**config.mk**
```make
export PLATFORM = sky130hd
export DESIGN_NAME = bank_demux
export DESIGN_NICKNAME = d
export VERILOG_FILES = /design/src/rtl/bdm_pkg.sv /design/src/rtl/bdm_call_decode.sv /design/src/rtl/bdm_bank_regs.sv /design/src/rtl/bdm_sel_monitor.sv /design/src/rtl/bank_demux.sv
export SDC_FILE = /design/constraint.sdc
export NUM_CORES = 1
export LEC_CHECK = 0
export CORE_AREA = 10 10 47 49
export DETAILED_ROUTE_END_ITERATION = 10
export DIE_AREA = 0 0 57 59
export PLACE_DENSITY = 0.77
export SLEW_MARGIN = 20
export SYNTH_ARGS = -nofsm -noshare
export SYNTH_HDL_FRONTEND = slang
export SYNTH_HIERARCHICAL = 1
export SYNTH_SLANG_ARGS = --single-unit
export TNS_END_PERCENT = 1
```
**constraint.sdc**
```tcl
create_clock -name clk -period 3.1 [get_ports clk]
set_clock_uncertainty 0.15 [all_clocks]
set_input_delay 0.62 -clock clk [delete_from_list [all_inputs] [get_ports clk]]
set_output_delay 0.62 -clock clk [all_outputs]
set_load 0.01 [all_outputs]
```
**src/rtl/bdm_pkg.sv**
```systemverilog
package bdm_pkg;

  // Action decoded from one call, applied by the bank registers
  typedef enum logic [2:0] {
    ACT_NONE   = 3'd0,
    ACT_LOW    = 3'd1,  // direct write of the low bank
    ACT_HIGH   = 3'd2,  // direct write of the high bank
    ACT_STAGE  = 3'd3,  // paired mode: payload into shadow only
    ACT_COMMIT = 3'd4   // paired mode: high from payload, low from shadow
  } bdm_act_e;

  localparam int unsigned BDM_NUM_BANKS = 2;

endpackage

```
**src/rtl/bdm_call_decode.sv**
```systemverilog
module bdm_call_decode
  import bdm_pkg::*;
#(
  parameter int unsigned BANK_W = 2,
  localparam int unsigned CALL_W = BANK_W + 2,
  localparam int unsigned SEL_POS = BANK_W,
  localparam int unsigned ID_POS = BANK_W + 1
) (
  input  logic              call_valid_i,
  input  logic [CALL_W-1:0] call_bits_i,
  input  logic              paired_i,
  input  logic              slave_id_i,
  input  logic              clear_i,
  output bdm_act_e          act_o,
  output logic [BANK_W-1:0] payload_o,
  output logic              sel_o,
  output logic              accept_o
);

  logic id_match;

  always_comb begin
    id_match  = (call_bits_i[ID_POS] == slave_id_i);
    accept_o  = call_valid_i && !clear_i && id_match;
    payload_o = call_bits_i[BANK_W-1:0];
    sel_o     = call_bits_i[SEL_POS];
    act_o     = ACT_NONE;
    if (accept_o) begin
      unique case ({paired_i, sel_o})
        2'b00:   act_o = ACT_HIGH;
        2'b01:   act_o = ACT_LOW;
        2'b10:   act_o = ACT_COMMIT;
        default: act_o = ACT_STAGE;
      endcase
    end
  end

  // a decoded action only ever accompanies an accepted call
  always_comb begin
    if (act_o != ACT_NONE) begin
      a_r5_act_needs_accept: assert (accept_o);
    end
  end

endmodule

```
**src/rtl/bdm_bank_regs.sv**
```systemverilog
module bdm_bank_regs
  import bdm_pkg::*;
#(
  parameter int unsigned BANK_W = 2,
  localparam int unsigned NB = BDM_NUM_BANKS,
  localparam int unsigned OUT_W = NB * BANK_W
) (
  input  logic              clk,
  input  logic              rst_n,
  input  logic              clear_i,
  input  bdm_act_e          act_i,
  input  logic [BANK_W-1:0] payload_i,
  output logic [OUT_W-1:0]  data_o
);

  localparam int unsigned LO = 0;
  localparam int unsigned HI = 1;

  logic [NB-1:0][BANK_W-1:0] bank_q, bank_nxt;
  logic [BANK_W-1:0]         shadow_q, shadow_nxt;
  logic                      bank_en, shadow_en;

  // next-state
  always_comb begin
    bank_nxt   = bank_q;
    shadow_nxt = shadow_q;
    bank_en    = 1'b0;
    shadow_en  = 1'b0;
    if (clear_i) begin
      bank_nxt   = '0;
      shadow_nxt = '0;
      bank_en    = 1'b1;
      shadow_en  = 1'b1;
    end else begin
      unique case (act_i)
        ACT_LOW: begin
          bank_nxt[LO] = payload_i;
          bank_en      = 1'b1;
        end
        ACT_HIGH: begin
          bank_nxt[HI] = payload_i;
          bank_en      = 1'b1;
        end
        ACT_STAGE: begin
          shadow_nxt = payload_i;
          shadow_en  = 1'b1;
        end
        ACT_COMMIT: begin
          bank_nxt[HI] = payload_i;
          bank_nxt[LO] = shadow_q;
          bank_en      = 1'b1;
        end
        default: ;
      endcase
    end
  end

  // registers
  always_ff @(posedge clk or negedge rst_n) begin
    if (!rst_n) begin
      bank_q <= '0;
    end else if (bank_en) begin
      bank_q <= bank_nxt;
    end
  end

  always_ff @(posedge clk or negedge rst_n) begin
    if (!rst_n) begin
      shadow_q <= '0;
    end else if (shadow_en) begin
      shadow_q <= shadow_nxt;
    end
  end

  for (genvar g = 0; g < NB; g++) begin : g_out
    assign data_o[g*BANK_W +: BANK_W] = bank_q[g];
  end

  // disable empties both banks and the shadow
  a_r6_clear_all: assert property (@(posedge clk) disable iff (!rst_n)
    clear_i |=> (bank_q == '0) && (shadow_q == '0));

  // staging leaves every output untouched
  a_r3_stage_holds: assert property (@(posedge clk) disable iff (!rst_n)
    (!clear_i && act_i == ACT_STAGE) |=> $stable(bank_q));

  // no action, no change anywhere
  a_r5_idle_holds: assert property (@(posedge clk) disable iff (!rst_n)
    (!clear_i && act_i == ACT_NONE) |=> $stable(bank_q) && $stable(shadow_q));

  // commit moves the prior shadow into the low bank
  a_r4_commit_low: assert property (@(posedge clk) disable iff (!rst_n)
    (!clear_i && act_i == ACT_COMMIT) |=> bank_q[LO] == $past(shadow_q));

  // a direct high write keeps the low bank
  a_r1_low_kept: assert property (@(posedge clk) disable iff (!rst_n)
    (!clear_i && act_i == ACT_HIGH) |=> $stable(bank_q[LO]));

  // a direct low write keeps the high bank
  a_r2_high_kept: assert property (@(posedge clk) disable iff (!rst_n)
    (!clear_i && act_i == ACT_LOW) |=> $stable(bank_q[HI]));

endmodule

```
**src/rtl/bdm_sel_monitor.sv**
```systemverilog
module bdm_sel_monitor (
  input  logic clk,
  input  logic rst_n,
  input  logic clear_i,
  input  logic accept_i,
  input  logic sel_i,
  output logic pulse_o
);

  logic have_prev_q, have_prev_nxt;
  logic last_sel_q, last_sel_nxt;
  logic pulse_q, pulse_nxt;

  always_comb begin
    have_prev_nxt = have_prev_q;
    last_sel_nxt  = last_sel_q;
    pulse_nxt     = 1'b0;
    if (clear_i) begin
      have_prev_nxt = 1'b0;
      last_sel_nxt  = 1'b0;
    end else if (accept_i) begin
      pulse_nxt     = have_prev_q && (sel_i != last_sel_q);
      have_prev_nxt = 1'b1;
      last_sel_nxt  = sel_i;
    end
  end

  always_ff @(posedge clk or negedge rst_n) begin
    if (!rst_n) begin
      have_prev_q <= 1'b0;
      last_sel_q  <= 1'b0;
      pulse_q     <= 1'b0;
    end else begin
      have_prev_q <= have_prev_nxt;
      last_sel_q  <= last_sel_nxt;
      pulse_q     <= pulse_nxt;
    end
  end

  assign pulse_o = pulse_q;

  // a pulse comes only from an accepted call that had a predecessor
  a_r7_pulse_origin: assert property (@(posedge clk) disable iff (!rst_n)
    pulse_q |-> $past(accept_i) && $past(have_prev_q) && !$past(clear_i));

  // the pulse never lasts two cycles without a fresh call
  a_r7_pulse_single: assert property (@(posedge clk) disable iff (!rst_n)
    (pulse_q && !accept_i) |=> !pulse_q);

endmodule

```
**src/rtl/bank_demux.sv**
```systemverilog
module bank_demux
  import bdm_pkg::*;
#(
  parameter int unsigned BANK_W = 2,
  localparam int unsigned CALL_W = BANK_W + 2,
  localparam int unsigned OUT_W = BDM_NUM_BANKS * BANK_W
) (
  input  logic              clk,
  input  logic              rst_n,
  input  logic              disable_i,
  input  logic              call_valid_i,
  input  logic [CALL_W-1:0] call_bits_i,
  input  logic              paired_i,
  input  logic              slave_id_i,
  output logic [OUT_W-1:0]  data_o,
  output logic              sel_toggle_o
);

  bdm_act_e          act;
  logic [BANK_W-1:0] payload;
  logic              sel;
  logic              accept;

  bdm_call_decode #(.BANK_W(BANK_W)) u_decode (
    .call_valid_i (call_valid_i),
    .call_bits_i  (call_bits_i),
    .paired_i     (paired_i),
    .slave_id_i   (slave_id_i),
    .clear_i      (disable_i),
    .act_o        (act),
    .payload_o    (payload),
    .sel_o        (sel),
    .accept_o     (accept)
  );

  bdm_bank_regs #(.BANK_W(BANK_W)) u_regs (
    .clk       (clk),
    .rst_n     (rst_n),
    .clear_i   (disable_i),
    .act_i     (act),
    .payload_i (payload),
    .data_o    (data_o)
  );

  bdm_sel_monitor u_mon (
    .clk      (clk),
    .rst_n    (rst_n),
    .clear_i  (disable_i),
    .accept_i (accept),
    .sel_i    (sel),
    .pulse_o  (sel_toggle_o)
  );

  // an identity mismatch never moves the outputs
  a_r5_foreign_call: assert property (@(posedge clk) disable iff (!rst_n)
    (call_valid_i && !disable_i && call_bits_i[CALL_W-1] != slave_id_i)
      |=> $stable(data_o));

endmodule

```
==> results of run 1 <==
worst paths after layout:
path,startpoint,end,cells past startpoint
worst max-delay path,call_bits_i[2],u_regs/data_o[1]$_DFFE_PN0P_,8
worst min-delay path,u_mon/have_prev_q$_DFFE_PN0P_,u_mon/have_prev_q$_DFFE_PN0P_,2
worst max register to register,u_regs/data_o[1]$_DFFE_PN0P_,u_regs/data_o[1]$_DFFE_PN0P_,3
worst min register to register,u_mon/have_prev_q$_DFFE_PN0P_,u_mon/have_prev_q$_DFFE_PN0P_,2
max in group asynchronous,rst_n,u_mon/have_prev_q$_DFFE_PN0P_,1
min in group asynchronous,rst_n,u_regs/data_o[0]$_DFFE_PN0P_,1
kinds of logic after synthesis:
kind of cell,after synthesis,synth area share (%)
buffers and inverters,6,7.19
AND/OR/NAND/NOR,26,24.8
AO/OA/AOI/OAI,5,8.93
adder cells (fa/ha/maj),3,6.54
multiplexers,5,8.71
XOR/XNOR,3,4.58
flip-flops,9,39.2
synthesized netlist by cell type:
cell / n / share of area, %
nor3_2: 1 / 1.7
inv_1: 2 / 1.3
nor3_1: 3 / 2.6
dfrtp_1: 9 / 39
buf_4: 3 / 3.9
nand2_1: 1 / 0.65
nand2b_1: 5 / 5.4
buf_6: 1 / 2.0
nor2_1: 10 / 6.5
a2111oi_1: 2 / 3.5
o31ai_1: 2 / 2.6
ha_1: 3 / 6.5
xor2_1: 1 / 1.5
or2b_1: 3 / 3.9
nand3b_1: 1 / 1.3
nor3b_1: 2 / 2.6
xnor2_1: 2 / 3.1
o21ba_4: 1 / 2.8
mux2i_1: 5 / 8.7
registers in the layout, summed over array words and instances, names as in the netlist:
name               flops
u_mon/pulse_o          1
u_regs/data_o          4
u_regs/shadow_q        2
u_mon/last_sel_q       1
u_mon/have_prev_q      1
per-stage QoR:
step / setup WS (ns) / total power [W] / std cells / util (%) / instance area (um2)
6_report: 0.628 / 0.000266 / 91 / 54.0 / 757
5_1_grt: 0.531 / 0.000280 / 91 / 54.0 / 757
4_1_cts: 0.621 / 0.000271 / 91 / 54.0 / 757
3_5_place_dp: 0.336 / 0.000177 / 87 / 52.1 / 731
3_3_place_gp: 0.386 / 0.000176 / 87 / 52.1 / 731
2_1_floorplan: 0.953 / 0.000152 / 57 / - / 574
per-layer routing:
layer / GRT usage [%] / wire length, um
met4: 5.03 / 26
met2: 9.92 / 533
met1: 7.78 / 478
met5: 0 / 0
met3: 3.86 / 90
worst max-delay path, delay by kind of cell:
| family | cells | cell delay [ns] |
|---|---|---|
| adders and majority gates | 1 | 0.28 |
| and+or+nand+nor | 2 | 0.18 |
| buffers and inverters | 3 | 0.80 |
| AOI/OAI and AO/OA | 2 | 0.60 |
power by group:
| part | internal, W | switching (W) | total [W] |
|---|---|---|---|
| Sequential | 0.000121 | 0.00000224 | 0.000124 |
| Clock | 0.0000496 | 0.0000425 | 0.0000922 |
| Combinational | 0.0000284 | 0.0000220 | 0.0000504 |
final cells by class:
type / instances / area share (%)
multi-input combinational: 42 / 40.7
clock buffer: 4 / 3.47
timing repair buffer: 18 / 22.5
sequential: 9 / 29.8
tap: 16 / 2.64
inverter: 2 / 0.992
==> metrics, run 1 <==
status=completed; Fin. Hold Viols=0; Tcrit/Tclk final=between 70% and 80%; hold_buf cts=0; register area=225 um2; 1st-pass router iterations=4; clock latency on the worst-skew pair=0.26 ns; sequential fraction of the synthesis area=39.2%; most frequent cells in the layout=clkdlybuf4s50_1 (14), nor2_1 (10), dfrtp_1 (9), nand2b_1 (5), mux2i_1 (5); crit path launch type=primary input; Multi-input gate area=308 um2; Yosys warning count=6; clk sinks=9; Die Wd=approximately 57 um; vias in the first global route=424; Root Buffer=clkbuf_4; Leakage Power=between 0.3 and 0.4 nW; Synthesized Nets=70; CTS-repair resized insts=0; crit-path cells=clkdlybuf4s50_1 > inv_1 > ha_1 > nor3b_1 > buf_4 > o21ba_4 > nor2_1 > a2111oi_1; layout cell share with drive strength beyond 1=a little under an eighth; CTS Buf Count=3; R2R Setup Slk=1.90 ns; Setup CP Type=in2reg; Unique masters post-synth=19; via count=~440; Starting Density=41.0%; Syn Inst Count=57; most common cell after layout, fill and taps aside=clkdlybuf4s50_1; Filler cells=143; Worst-Margin Slew=~0.4 ns; CP max stage cell=clkdlybuf4s50_1; global route overflow=0; synth-to-layout area growth=31.8%; ANT cells=0; final WL=1130 um; initial antenna violation count=0; Pwr per Cell Area=352 mW/mm2; critical path peak fanout=7; Worst Path Required=3.09 ns; routed length per instance=12.4 um; flop and latch count out of synthesis=9; vias per inst=4.80; post-route ant nets=0; CP arrival=2.46 ns; Worst VDD drop=210 uV; Final setup viols=0; gpl congestion=0.785; setup bufs post-CTS=0; setup TNS=0 ns; IO Pins=15; crit path capture type=flop; clk slew on worst S/H paths=0.07 ns; first-pass GRT wire length=about 1800 um; Core ar.=0.00140 mm2; Tot GR Track Use=under 10%; Max-Cap Viols=0; full die area=0.00336 mm2; FMAX=404 MHz; Initial DRC Count=14; pin count of the biggest net entering global routing=12; Final Slew Violations=0; Die Y=59 um; nets@finish=89; synthesized area=574 um2; Max transition margin=72.9%; drc violations=0; syn avg cell area=a little over 10 um2; Hold WC Path Type=reg2reg; RSZ-0062 raised after global routing=false; maximum buffer depth of the clock tree=2; # rows=14; hpwl dp=933 um; CTS HTree Levels=1; Port Buffers=14; clock period minus worst slack=2.47 ns; Worst path max stage delay=0.56 ns; CTS tree=done; Worst Hold Margin=~0.36 ns
No activity file was read; power rests on OpenSTA's default activity.
==> run 2: changes to the inputs <==
Settings changed: CORE_AREA 10 10 47 49 to default, CORE_MARGIN from default to 10, CORE_UTILIZATION from default to 41, DIE_AREA 0 0 57 59 to default.
Clock period 3.1 ns to 2 ns, I/O delays scaled along.
==> run 2 against run 1 <==
Core utilization is 9.5 points higher. First-iteration DRC count decreased by 93%. Cell area rose by 11%. Count of clock-buffer cells in the layout did not move. Register-to-register slack lost 1.0 ns. Critical path type unchanged. Non-clock buffer count is the same. Sequential cell count stayed put.
==> metrics, run 2 (same netlist as run 1, synthesis figures left out) <==
initial antenna violation count=0 (unchanged); number of cells on the worst reg-to-reg path=3 (unchanged); critical path peak fanout=6 (was 7); CTS HTree Levels=1 (unchanged); most frequent cells in the layout=clkdlybuf4s50_1 (10), dfrtp_1 (9), nor2_1 (8), mux2i_1 (5), nand2b_1 (4) (was clkdlybuf4s50_1 (14), nor2_1 (10), dfrtp_1 (9), nand2b_1 (5), mux2i_1 (5)); clock period minus worst slack=1.89 ns; reg2reg end=u_regs/data_o[0]$_DFFE_PN0P_ (was u_regs/data_o[1]$_DFFE_PN0P_); setup TNS=0 ns (unchanged); synth-to-layout area growth=45.8% (was 31.8%); pin count of the biggest net entering global routing=12 (unchanged); Setup CP Type=in2reg (unchanged); post-route ant nets=0 (unchanged); Worst path max stage delay=0.44 ns (was 0.56 ns); maximum buffer depth of the clock tree=2 (unchanged); crit path capture type=flop (unchanged); final WL=1220 um (was 1130 um); Leakage Power=0.372 nW (was 0.330 nW); most common cell after layout, fill and taps aside=clkdlybuf4s50_1 (unchanged); Util after Layout=63.5% (was 54.0%); CTS Buf Count=3 (unchanged); vias per inst=5.02 (was 4.80); via count=452 (was 437); layout cell share with drive strength beyond 1=25.3% (was 12.0%); RSZ-0062 raised after global routing=true (was false); CTS tree=done (unchanged); Buf+Inv Stages, Crit Path=2 (was 3); Worst VDD drop=337 uV (was 210 uV); FMAX=529 MHz; full die area=0.00330 mm2 (was 0.00336 mm2); clk sinks=9 (unchanged); Hold WC Path Type=in2async (was reg2reg); routed length per instance=13.6 um (was 12.4 um); Worst-Margin Slew=0.432 ns (was 0.405 ns); crit path from=disable_i (was call_bits_i[2]); clk slew on worst S/H paths=0.07 ns (about the same); setup bufs post-CTS=0 (unchanged); CP max stage cell=clkdlybuf4s50_1 (unchanged); Initial DRC Count=1 (was 14); Pwr per Cell Area=515 mW/mm2 (was 352 mW/mm2); Tcrit/Tclk final=94.5%; global route overflow=0 (unchanged); Final setup viols=0 (unchanged); IO Pins=15 (unchanged); vias in the first global route=463 (was 424); 1st-pass router iterations=2 (was 4); crit path to=u_regs/data_o[0]$_DFFE_PN0P_ (was u_regs/data_o[1]$_DFFE_PN0P_); crit path launch type=primary input (unchanged); Starting Density=43.6% (was 41.0%); register area=225 um2 (unchanged); status=completed (unchanged); first-pass GRT wire length=2070 um (was 1820 um); Worst Path Required=1.99 ns (was 3.09 ns); Core ar.=0.00132 mm2 (was 0.00140 mm2); Filler cells=112 (was 143); Port Buffers=14 (unchanged); Root Buffer=clkbuf_4 (unchanged); gpl congestion=0.726 (was 0.785); drc violations=0 (unchanged); Worst R2R Start=u_regs/data_o[0]$_DFFE_PN0P_ (was u_regs/data_o[1]$_DFFE_PN0P_); Max-Cap Viols=0 (unchanged); R2R Setup Slk=0.85 ns (was 1.90 ns); nets@finish=89 (unchanged); CP arrival=1.89 ns (was 2.46 ns); setup ws final=0.110 ns (was 0.628 ns); clock latency on the worst-skew pair=0.25 ns (was 0.26 ns); Final Slew Violations=0 (unchanged); crit-path cells=clkdlybuf4s50_1 > nand2b_4 > nor3b_2 > buf_4 > or2b_1 > nor3_1 > a2111oi_2 (was clkdlybuf4s50_1 > inv_1 > ha_1 > nor3b_1 > buf_4 > o21ba_4 > nor2_1 > a2111oi_1); ANT cells=0 (unchanged); Die Y=57.4 um (was 59 um); Post-Place Worst Slack=-0.428 ns (was 0.336 ns); max FFs per register=4 (unchanged); top cell family by delay on the critical path=buffers and inverters (unchanged); Multi-input gate area=379 um2 (was 308 um2); Max transition margin=71.1% (was 72.9%); # rows=13 (was 14); Fin. Hold Viols=0 (unchanged); Levels on crit path=7 (was 8); hold_buf cts=0 (unchanged); hpwl dp=901 um (was 933 um); Die Wd=57.4 um (was 57 um); Tot GR Track Use=7.62% (was 7.02%)
-- run 2: cell types whose count changed in the layout (fill, tap and decap cells not counted), sizes merged --
cell | previous run | this run
dlygate4sd2 | 0 | 2
clkdlybuf4s50 | 14 | 10
dlymetal6s2s | 0 | 2
-- run 2: repair_timing --
item / in CTS / in global routing
gates resized for setup: 12 / 8
pin swaps: 2 / 2
endpoints found under the setup margin: 4 / 6
-- run 2: power breakdown --
part / switching, W / total, W / internal (W)
Combinational: 0.0000462 / 0.0000967 / 0.0000505
Clock: 0.0000661 / 0.000143 / 0.0000768
Sequential: 0.00000341 / 0.000191 / 0.000188
-- run 2: worst min path at each step --
stage,from,end,slack [ns],depth (start not counted)
finish,rst_n,u_regs/data_o[1]$_DFFE_PN0P_,0.30,1
CTS,rst_n,u_regs/data_o[0]$_DFFE_PN0P_,0.31,1
global placement,u_mon/have_prev_q$_DFFE_PN0P_,u_mon/have_prev_q$_DFFE_PN0P_,0.32,2
detailed placement,u_mon/have_prev_q$_DFFE_PN0P_,u_mon/have_prev_q$_DFFE_PN0P_,0.34,2
global route,rst_n,u_regs/data_o[0]$_DFFE_PN0P_,0.31,1
floorplan,rst_n,u_mon/have_prev_q$_DFFE_PN0P_,-0.05,0
-- run 2: area by class of cell --
cell class / count / share of cell area [%]
clock buffer: 4 / 3.14
inverter: 2 / 0.897
multi-input combinational: 42 / 45.3
tap: 15 / 2.24
timing repair buffer: 18 / 21.5
sequential: 9 / 26.9
-- run 2: metrics by stage --
step | hold slack, ns | area [um2] | cells | power (W)
after floorplan | -0.0456 | 574 | 57 | 0.000236
after global placement | 0.324 | 744 | 88 | 0.000275
after detailed placement | 0.338 | 744 | 88 | 0.000277
after CTS | 0.308 | 807 | 90 | 0.000427
after global routing | 0.310 | 837 | 90 | 0.000451
final | 0.298 | 837 | 90 | 0.000431
-- run 2: routing by layer --
| layer | part of all wire, % | global-route usage, % | up-vias |
|---|---|---|---|
| met2 | 51 | 12.3 | 7 |
| met4 | 0 | 1.01 | 0 |
| met3 | 6.1 | 3.76 | 0 |
| met5 | 0 | 0 | - |
| met1 | 42 | 9.08 | 221 |
| li1 | - | - | 224 |
